==> config.mk <==
export PLATFORM = sky130hd
export DESIGN_NAME = adcWeightRecon
export DESIGN_NICKNAME = d
export VERILOG_FILES = /design/src/rtl/reconPkg.sv /design/src/rtl/reconCtrl.sv /design/src/rtl/reconCell.sv /design/src/rtl/reconDatapath.sv /design/src/rtl/adcWeightRecon.sv
export SDC_FILE = /design/constraint.sdc
export NUM_CORES = 2
export LEC_CHECK = 0
export ABC_AREA = 1
export BUFFER_PORTS_ARGS = -buffer_cell sky130_fd_sc_hd__buf_2
export CAP_MARGIN = 0
export CORE_UTILIZATION = 30
export CTS_CLUSTER_SIZE = 8
export DETAILED_ROUTE_END_ITERATION = 8
export MAX_ROUTING_LAYER = met4
export SYNTH_ARGS = -nofsm -noshare
export SYNTH_HDL_FRONTEND = slang
export SYNTH_HIERARCHICAL = 1
export SYNTH_SLANG_ARGS = --single-unit
==> constraint.sdc <==
create_clock -name clk -period 12.89 [get_ports clk]
set_clock_uncertainty 0.1 [all_clocks]
set_input_delay 0.6445 -clock clk [delete_from_list [all_inputs] [get_ports clk]]
set_output_delay 0.6445 -clock clk [all_outputs]
set_load 0.005 [all_outputs]
==> src/rtl/reconPkg.sv <==
package reconPkg;

  typedef struct packed {
    logic capture;
    logic produce;
    logic update;
  } strobes_t;

  // nominal sub-binary weight of bit idx, scaled by 2^frac
  function automatic int nominalWeight(int idx, int nbits, int frac);
    int v;
    v = 512;
    for (int k = nbits - 1; k > idx; k--) begin
      v = (v * 200 + 185) / 370;
    end
    return v << frac;
  endfunction

endpackage

==> src/rtl/reconCtrl.sv <==
module reconCtrl (
  input  logic                clk,
  input  logic                rstN,
  input  logic                rawValid,
  input  logic                adaptEn,
  output reconPkg::strobes_t  strobes,
  output logic                outValid
);
  logic stage1Valid;
  logic stage1Adapt;
  logic stage2Adapt;

  always_ff @(posedge clk or negedge rstN) begin
    if (!rstN) begin
      stage1Valid <= 1'b0;
      stage1Adapt <= 1'b0;
      outValid    <= 1'b0;
      stage2Adapt <= 1'b0;
    end else begin
      stage1Valid <= rawValid;
      stage1Adapt <= rawValid & adaptEn;
      outValid    <= stage1Valid;
      stage2Adapt <= stage1Valid & stage1Adapt;
    end
  end

  always_comb begin
    strobes.capture = rawValid;
    strobes.produce = stage1Valid;
    strobes.update  = outValid & stage2Adapt;
  end
endmodule

==> src/rtl/reconCell.sv <==
module reconCell #(
  parameter int WW = 20,
  parameter int DW = 25,
  parameter logic signed [WW-1:0] INIT = '0
) (
  input  logic                 clk,
  input  logic                 rstN,
  input  logic                 update,
  input  logic signed [DW-1:0] delta,
  output logic signed [WW-1:0] value
);
  localparam int XW = ((WW > DW) ? WW : DW) + 1;

  logic signed [XW-1:0] wide;
  logic signed [WW-1:0] clamped;

  always_comb begin
    wide = XW'(value) - XW'(delta);
    if (!wide[XW-1] && (|wide[XW-2:WW-1])) begin
      clamped = {1'b0, {(WW-1){1'b1}}};
    end else if (wide[XW-1] && !(&wide[XW-2:WW-1])) begin
      clamped = {1'b1, {(WW-1){1'b0}}};
    end else begin
      clamped = wide[WW-1:0];
    end
  end

  always_ff @(posedge clk or negedge rstN) begin
    if (!rstN) value <= INIT;
    else if (update) value <= clamped;
  end
endmodule

==> src/rtl/reconDatapath.sv <==
module reconDatapath #(
  parameter int NBITS    = 11,
  parameter int FRAC     = 8,
  parameter int WW       = 20,
  parameter int OW       = 24,
  parameter int MU_SHIFT = 4
) (
  input  logic                    clk,
  input  logic                    rstN,
  input  reconPkg::strobes_t      strobes,
  input  logic [NBITS-1:0]        rawBits,
  input  logic signed [OW-1:0]    refSample,
  output logic signed [OW-1:0]    outSample,
  output logic [NBITS*WW-1:0]     weightsFlat,
  output logic signed [WW-1:0]    offsetOut
);
  localparam int EW = OW + 1;

  logic [NBITS-1:0]     bits1;
  logic [NBITS-1:0]     bits2;
  logic signed [OW-1:0] ref1;
  logic signed [OW-1:0] ref2;
  logic signed [OW-1:0] acc;
  logic signed [EW-1:0] errVal;
  logic signed [EW-1:0] step;
  logic signed [WW-1:0] weightVal [NBITS];

  always_ff @(posedge clk or negedge rstN) begin
    if (!rstN) begin
      bits1     <= '0;
      ref1      <= '0;
      bits2     <= '0;
      ref2      <= '0;
      outSample <= '0;
    end else begin
      if (strobes.capture) begin
        bits1 <= rawBits;
        ref1  <= refSample;
      end
      if (strobes.produce) begin
        bits2     <= bits1;
        ref2      <= ref1;
        outSample <= acc;
      end
    end
  end

  always_comb begin
    acc = OW'(offsetOut);
    for (int i = 0; i < NBITS; i++) begin
      if (bits1[i]) acc = acc + OW'(weightVal[i]);
    end
  end

  always_comb begin
    errVal = EW'(outSample) - EW'(ref2);
    step   = errVal >>> MU_SHIFT;
  end

  for (genvar i = 0; i < NBITS; i++) begin : g_weight
    reconCell #(
      .WW  (WW),
      .DW  (EW),
      .INIT(WW'(reconPkg::nominalWeight(i, NBITS, FRAC)))
    ) i_cell (
      .clk   (clk),
      .rstN  (rstN),
      .update(strobes.update & bits2[i]),
      .delta (step),
      .value (weightVal[i])
    );
    assign weightsFlat[i*WW +: WW] = weightVal[i];
  end

  reconCell #(
    .WW  (WW),
    .DW  (EW),
    .INIT('0)
  ) i_offset (
    .clk   (clk),
    .rstN  (rstN),
    .update(strobes.update),
    .delta (step),
    .value (offsetOut)
  );
endmodule

==> src/rtl/adcWeightRecon.sv <==
module adcWeightRecon #(
  parameter int NBITS    = 11,
  parameter int FRAC     = 8,
  parameter int WW       = 20,
  parameter int OW       = 24,
  parameter int MU_SHIFT = 4
) (
  input  logic                 clk,
  input  logic                 rstN,
  input  logic                 rawValid,
  input  logic [NBITS-1:0]     rawBits,
  input  logic signed [OW-1:0] refSample,
  input  logic                 adaptEn,
  output logic                 outValid,
  output logic signed [OW-1:0] outSample,
  output logic [NBITS*WW-1:0]  weightsFlat,
  output logic signed [WW-1:0] offsetOut
);
  reconPkg::strobes_t strobes;

  reconCtrl i_ctrl (
    .clk     (clk),
    .rstN    (rstN),
    .rawValid(rawValid),
    .adaptEn (adaptEn),
    .strobes (strobes),
    .outValid(outValid)
  );

  reconDatapath #(
    .NBITS   (NBITS),
    .FRAC    (FRAC),
    .WW      (WW),
    .OW      (OW),
    .MU_SHIFT(MU_SHIFT)
  ) i_dp (
    .clk        (clk),
    .rstN       (rstN),
    .strobes    (strobes),
    .rawBits    (rawBits),
    .refSample  (refSample),
    .outSample  (outSample),
    .weightsFlat(weightsFlat),
    .offsetOut  (offsetOut)
  );
endmodule

**After elaboration in Yosys (flattened, before gate mapping)**

Index checks and enable logic that the tools add are counted.

- Multiplexer cells: 35
- Divide/modulo/power cells: 0
- Equality and inequality tests: 0
- $lt $le $gt $ge: 0
- Bitwise operators: 14
- $add $sub $neg: 24
- Shift operators: 0
- Multipliers: 0
- Reduce and logical (&&, ||, !) cells: 72

Operator list:

| cell | number |
|---|---|
| 20-bit two-way mux | 24 |
| 24-bit two-way mux | 11 |
| 20-bit by 21-bit subtractor with 22-bit output | 12 |
| 24-bit by 20-bit adder with 24-bit output | 10 |
| 6-bit AND reduction | 12 |
| 6-bit OR reduction | 12 |
| 24-bit by 24-bit subtractor with 25-bit output | 1 |
| 1-bit logical AND | 24 |
| 1-bit logical NOT | 24 |
| 20-bit by 20-bit adder with 21-bit output | 1 |
| 1-bit bitwise AND | 14 |

- Memory bits (read-only): 0
- RAM bits: 0
- Latch bits: 0
- Register bits: 338
- Memories: 0
- Output and inout bits: 265
- Bits of input ports: 39

**Longest topological paths before layout**

- Depth after elaboration: 22
- Mapped depth: 107
- Mapped depth without buffers: 107

**By module**

Netlist, hierarchy kept.

By module, submodules not included:

| module | cells each | area each (µm²) | sequential area each (µm²) | instances |
|---|---|---|---|---|
| reconDatapath | 3387 | 20938.8 | 2352.3 | 1 |
| reconCell at i_dp.g_weight[3].i_cell ... | 478 | 2845.2 | 504.2 | 4 |
| reconCell at i_dp.g_weight[10].i_cell ... | 478 | 2842.7 | 501.7 | 3 |
| reconCell at i_dp.g_weight[8].i_cell ... | 478 | 2846.5 | 505.5 | 2 |
| reconCell at i_dp.i_offset | 491 | 2891.5 | 500.5 | 1 |
| reconCell at i_dp.g_weight[5].i_cell | 478 | 2844.0 | 503.0 | 1 |
| reconCell at i_dp.g_weight[0].i_cell | 478 | 2826.5 | 501.7 | 1 |
| reconCtrl | 12 | 137.6 | 100.1 | 1 |

**Least setup slack after synthesis**

No wires, ideal clock.

- Kind: reg2reg
- From: register i_dp.i_offset.value[0]
- To: register i_dp.outSample[23]
- Arrival: 13.989 ns
- Data required time: 12.673 ns
- Stages on the path, launching flop included: 100
- Library setup time: 0.117 ns
- Clock period less this slack: 14.207 ns
- Path slack: -1.317 ns
- Cell sequence: dfrtp_1 ha_1 inv_1 fa_1 inv_1 nand3_1 nand2_2 a21oi_2 o21ai_1 xor2_1 nand2_1 o21ai_0 ha_1 nand2_1 inv_1 a21oi_1 nand2_1 a21oi_1 [64 not listed] inv_1 nand4_1 o2111ai_1 xor2_1 or2_2 nand2_1 inv_1 ha_1 a21oi_1 nor2_1 nor4_1 nor2_1 nand2_1 nand2_1 nor2_1 nand3_1 nand3_1 nand2_1

- Word-level cells in the longest chain between the ends: 22

Ends and longest elaborated chain:

| item | line | source |
|---|---|---|
| from (decl) | reconCell.sv:10 | `output logic signed [WW-1:0] value` |
| from (signal assigned) | reconCell.sv:30 | `else if (update) value <= clamped;` |
| 20-bit by 20-bit adder with 21-bit output | reconDatapath.sv:51 | `if (bits1[i]) acc = acc + OW'(weightVal[i]);` |
| 24-bit two-way mux (*) | reconDatapath.sv:51 |  |
| 24-bit by 20-bit adder with 24-bit output | reconDatapath.sv:51 |  |
| 24-bit two-way mux (*) | reconDatapath.sv:51 |  |
| 24-bit by 20-bit adder with 24-bit output | reconDatapath.sv:51 |  |
| 24-bit two-way mux (*) | reconDatapath.sv:51 |  |
| 24-bit by 20-bit adder with 24-bit output | reconDatapath.sv:51 |  |
| 24-bit two-way mux (*) | reconDatapath.sv:51 |  |
| [6 not listed] | - |  |
| 24-bit by 20-bit adder with 24-bit output | reconDatapath.sv:51 |  |
| 24-bit two-way mux (*) | reconDatapath.sv:51 |  |
| 24-bit by 20-bit adder with 24-bit output | reconDatapath.sv:51 |  |
| 24-bit two-way mux (*) | reconDatapath.sv:51 |  |
| 24-bit by 20-bit adder with 24-bit output | reconDatapath.sv:51 |  |
| 24-bit two-way mux (*) | reconDatapath.sv:51 |  |
| 24-bit by 20-bit adder with 24-bit output | reconDatapath.sv:51 |  |
| 24-bit two-way mux (*) | reconDatapath.sv:51 |  |
| to (signal assigned) | reconDatapath.sv:34 | `outSample <= '0;` |
| to (signal assigned) | reconDatapath.sv:43 | `outSample <= acc;` |
| to (decl) | reconDatapath.sv:13 | `output logic signed [OW-1:0] outSample,` |

Every way passes the cells marked *; elsewhere a longest branch is shown, timed or not.
A chain may end at the register's enable or synchronous reset.

**Worst setup path after layout**

- From: register i_dp.g_weight[0].i_cell.value[0]
- To: register i_dp.outSample[22]

- Word-level cells in the longest chain between the ends: 22

Ends and longest elaborated chain:

| item | line |
|---|---|
| from (decl) | reconCell.sv:10 |
| from (signal assigned) | reconCell.sv:30 |
| 20-bit by 20-bit adder with 21-bit output (*) | reconDatapath.sv:51 |
| 24-bit two-way mux (*) | reconDatapath.sv:51 |
| 24-bit by 20-bit adder with 24-bit output | reconDatapath.sv:51 |
| 24-bit two-way mux (*) | reconDatapath.sv:51 |
| 24-bit by 20-bit adder with 24-bit output | reconDatapath.sv:51 |
| 24-bit two-way mux (*) | reconDatapath.sv:51 |
| 24-bit by 20-bit adder with 24-bit output | reconDatapath.sv:51 |
| 24-bit two-way mux (*) | reconDatapath.sv:51 |
| [6 not listed] | - |
| 24-bit by 20-bit adder with 24-bit output | reconDatapath.sv:51 |
| 24-bit two-way mux (*) | reconDatapath.sv:51 |
| 24-bit by 20-bit adder with 24-bit output | reconDatapath.sv:51 |
| 24-bit two-way mux (*) | reconDatapath.sv:51 |
| 24-bit by 20-bit adder with 24-bit output | reconDatapath.sv:51 |
| 24-bit two-way mux (*) | reconDatapath.sv:51 |
| 24-bit by 20-bit adder with 24-bit output | reconDatapath.sv:51 |
| 24-bit two-way mux (*) | reconDatapath.sv:51 |

Marks and branches as above.

==> reports/results.txt <==
FILL cells: 19.5k
Layout area overhead: 34.4%
Max Clock Freq: 0.0704 GHz
Max-cap violations: 0
Hold Path Class: primary input to register
sequential fraction of the synthesis area: 0.154
CP Max Fanout: 4
post-layout util: 0.405
ys flop type: dfrtp_1
Hold Violations, Final: 0
num ports: 304
CP max stage delay: 380 ps
aggregate global-route resource usage: 0.257
Routability Congestion: 0.990
RSZ-0062 raised after global routing: yes
area share of the largest cell type after synthesis: 0.195
first-pass GRT wire length: 358,000 um
DPL Wire Length: 191,000 um
final setup violation count: 10
detailed-route DRC error count: 0
multi-input logic area: 43,500 um^2
Post-synth top cells: nand2_1, inv_1, nor2_1
Mapped Cells: 9,148
Worst slew margin: 0.337
violated checks: setup timing
core area: 183,000 um^2
initial antenna violation count: 5
clock-pin slew on the worst setup and hold paths: 60 ps
antenna-violating nets left: 0
Non-Filler Instances: 13.2k
Cell Rows: 157
vias in the first global route: 59.5k
Die X: 431 um
post-placement cell count: 12.9k
Yosys top cell by area: nand2_1
routed vias/inst: 4.80
input/output buffers: 303
fin. max-slew vios: 0
Post-synth ARST share: 1.00
most frequent cell after synthesis: nand2_1
critical path type: register to register
Storage cell area: 8490 um^2
largest net degree at the start of global routing: 91
drt wl/cell: 18.2 um
cell area after synthesis: 55,200 um^2
status: finished with violations
WP data arrival: 14,700 ps
Yosys warnings: 6
Worst-Margin Slew: 991 ps
H-tree depth: 2
Synth area leaders: nand2_1, dfrtp_1, ha_1, inv_1, nor2_1
Worst-Skew Late Latency: 690 ps
Vias: 63.4k
first-pass iteration count of the detailed router: 7
Root Buffer: clkbuf_16
startpoint types: register
initial core utilization: 0.302
ratio of cells with drive above 1 in the final layout: 0.270
EDFF count, synth: 0
die height: 431 um
Max Root-Sink Buffers: 3
most frequent CP cell: buf_4
synth unique cells: 71
TritonCTS clock tree: yes
clock sinks: 338
critical path endpoint category: register
nets: 11.3k
final period utilization: 1.10
final setup margin: -1310 ps
Detailed Route Iter0 Violations: 4,303
syn_nets: 9,788
post-synthesis register bit count: 338
Post-Place Setup Slack: -1900 ps
CTS Buf Count: 53
die area: 186,000 um^2
slowest stage cell, crit path: fa_2
Sum Neg Setup Slack: -8120 ps
mean area per synthesized cell: 6.04 um^2
crit path time final: 14,200 ps
final wirelength: 241,000 um
GRT overflow: 0
required time worst endpoint: 13,380 ps
[layout by cell type, fill, tap and decap left out, types with 26 or more instances in the layout]
| master | instances |
|---|---|
| nor3_1 | 30 |
| nand2_1 | 2776 |
| a21oi_1 | 443 |
| nand4_1 | 152 |
| a21oi_2 | 234 |
| dfstp_2 | 26 |
| o21ai_0 | 140 |
| inv_1 | 1571 |
| ha_1 | 479 |
| clkbuf_16 | 53 |
| or2_2 | 35 |
| nand3b_1 | 28 |
| nand2_4 | 32 |
| o21ai_1 | 49 |
| buf_2 | 302 |
| nor2_1 | 739 |
| nand2_2 | 270 |
| a21oi_4 | 34 |
| a31oi_1 | 55 |
| ha_4 | 98 |
| inv_2 | 43 |
| nor2_2 | 99 |
| dfrtp_1 | 311 |
| xor2_1 | 192 |
| xnor2_1 | 139 |
| a21o_1 | 31 |
| buf_4 | 1290 |
| nand3_1 | 444 |
| o21ai_2 | 81 |
| nand3_2 | 55 |
| and2_1 | 90 |
[worst paths after layout]
check | start | to | slack (ps) | cells past startpoint
setup / recovery | i_dp/g_weight[0].i_cell/value[0] | i_dp/outSample[22] | -1310 | 98
hold / removal | adaptEn | i_ctrl/stage1Adapt | 40 | 3
min in group asynchronous | rstN | i_dp/ref2[20] | 480 | 2
setup reg to reg | i_dp/g_weight[0].i_cell/value[0] | i_dp/outSample[22] | -1310 | 98
max in group asynchronous | rstN | i_dp/g_weight[2].i_cell/value[6] | 9870 | 4
hold reg to reg | i_dp/ref1[20] | i_dp/ref2[20] | 370 | 2
[routing by layer]
metal	part of all wire	vias to the layer above	routed length (um)	GRT usage
li1	-	32100	-	-
met1	0.45	29500	109000	0.328
met2	0.45	1525	108000	0.409
met3	0.048	365	11600	0.0273
met4	0.051	0	12200	0.112
met5	0	-	0	-
[state kept, by name, summed over array words and instances (netlist names)]
name / flops
i_ctrl/stage2Adapt: 1
i_dp/g_weight.i_cell/value: 220
i_dp/i_offset/value: 20
i_ctrl/stage1Adapt: 1
i_dp/ref1: 24
i_dp/outSample: 24
i_ctrl/outValid: 1
i_ctrl/stage1Valid: 1
i_dp/bits1: 11
i_dp/ref2: 24
i_dp/bits2: 11
[through the flow]
step	hold slack, ps	area (um^2)
after global routing	42.8	74200
after detailed placement	323	68200
after global placement	323	68200
after CTS	5.80	72600
after floorplan	249	55800
final	42.7	74200
[final cells by class]
| type | instances | share of cell area |
|---|---|---|
| multi-input combinational | 7073 | 0.586 |
| timing repair buffer | 1613 | 0.154 |
| sequential | 338 | 0.114 |
| inverter | 1621 | 0.0820 |
| tap | 2464 | 0.0415 |
| clock buffer | 82 | 0.0199 |
| clock inverter | 11 | 0.00184 |
| antenna | 5 | 0.000169 |
[worst max-delay path: cells and delay by family (launching register included)]
kind / cells / cell delay (ps)
buffers and inverters: 24 / 2480
XOR/XNOR: 7 / 1030
AND/OR/NAND/NOR: 37 / 4510
flip-flops: 1 / 360
AO/OA/AOI/OAI: 19 / 2480
adder cells (fa/ha/maj): 11 / 3100
[repair_timing]
item	in CTS	in global routing
buffers inserted	172	36
hold buffers	1	0
setup endpoints to repair	15	16
pin swaps	174	106
endpoints found under the hold margin	87	0
resized for setup	347	244
[kinds of logic (layout without fill, tap and decap cells)]
kind of cell               Yosys count  count (layout)  synth area share
adders and majority gates          601             601             0.139
muxes                               24              24           0.00489
buffers and inverters             1737            3327             0.126
DFF                                338             338             0.154
AOI/OAI and AO/OA                 1189            1189             0.131
xor gates and xnor gates           375             375            0.0595
other                                0               5                 0
and+or+nand+nor                   4884            4884             0.385
Power is not shown: default switching activity piles up to over one toggle a cycle in this logic, so the estimate is an artifact.
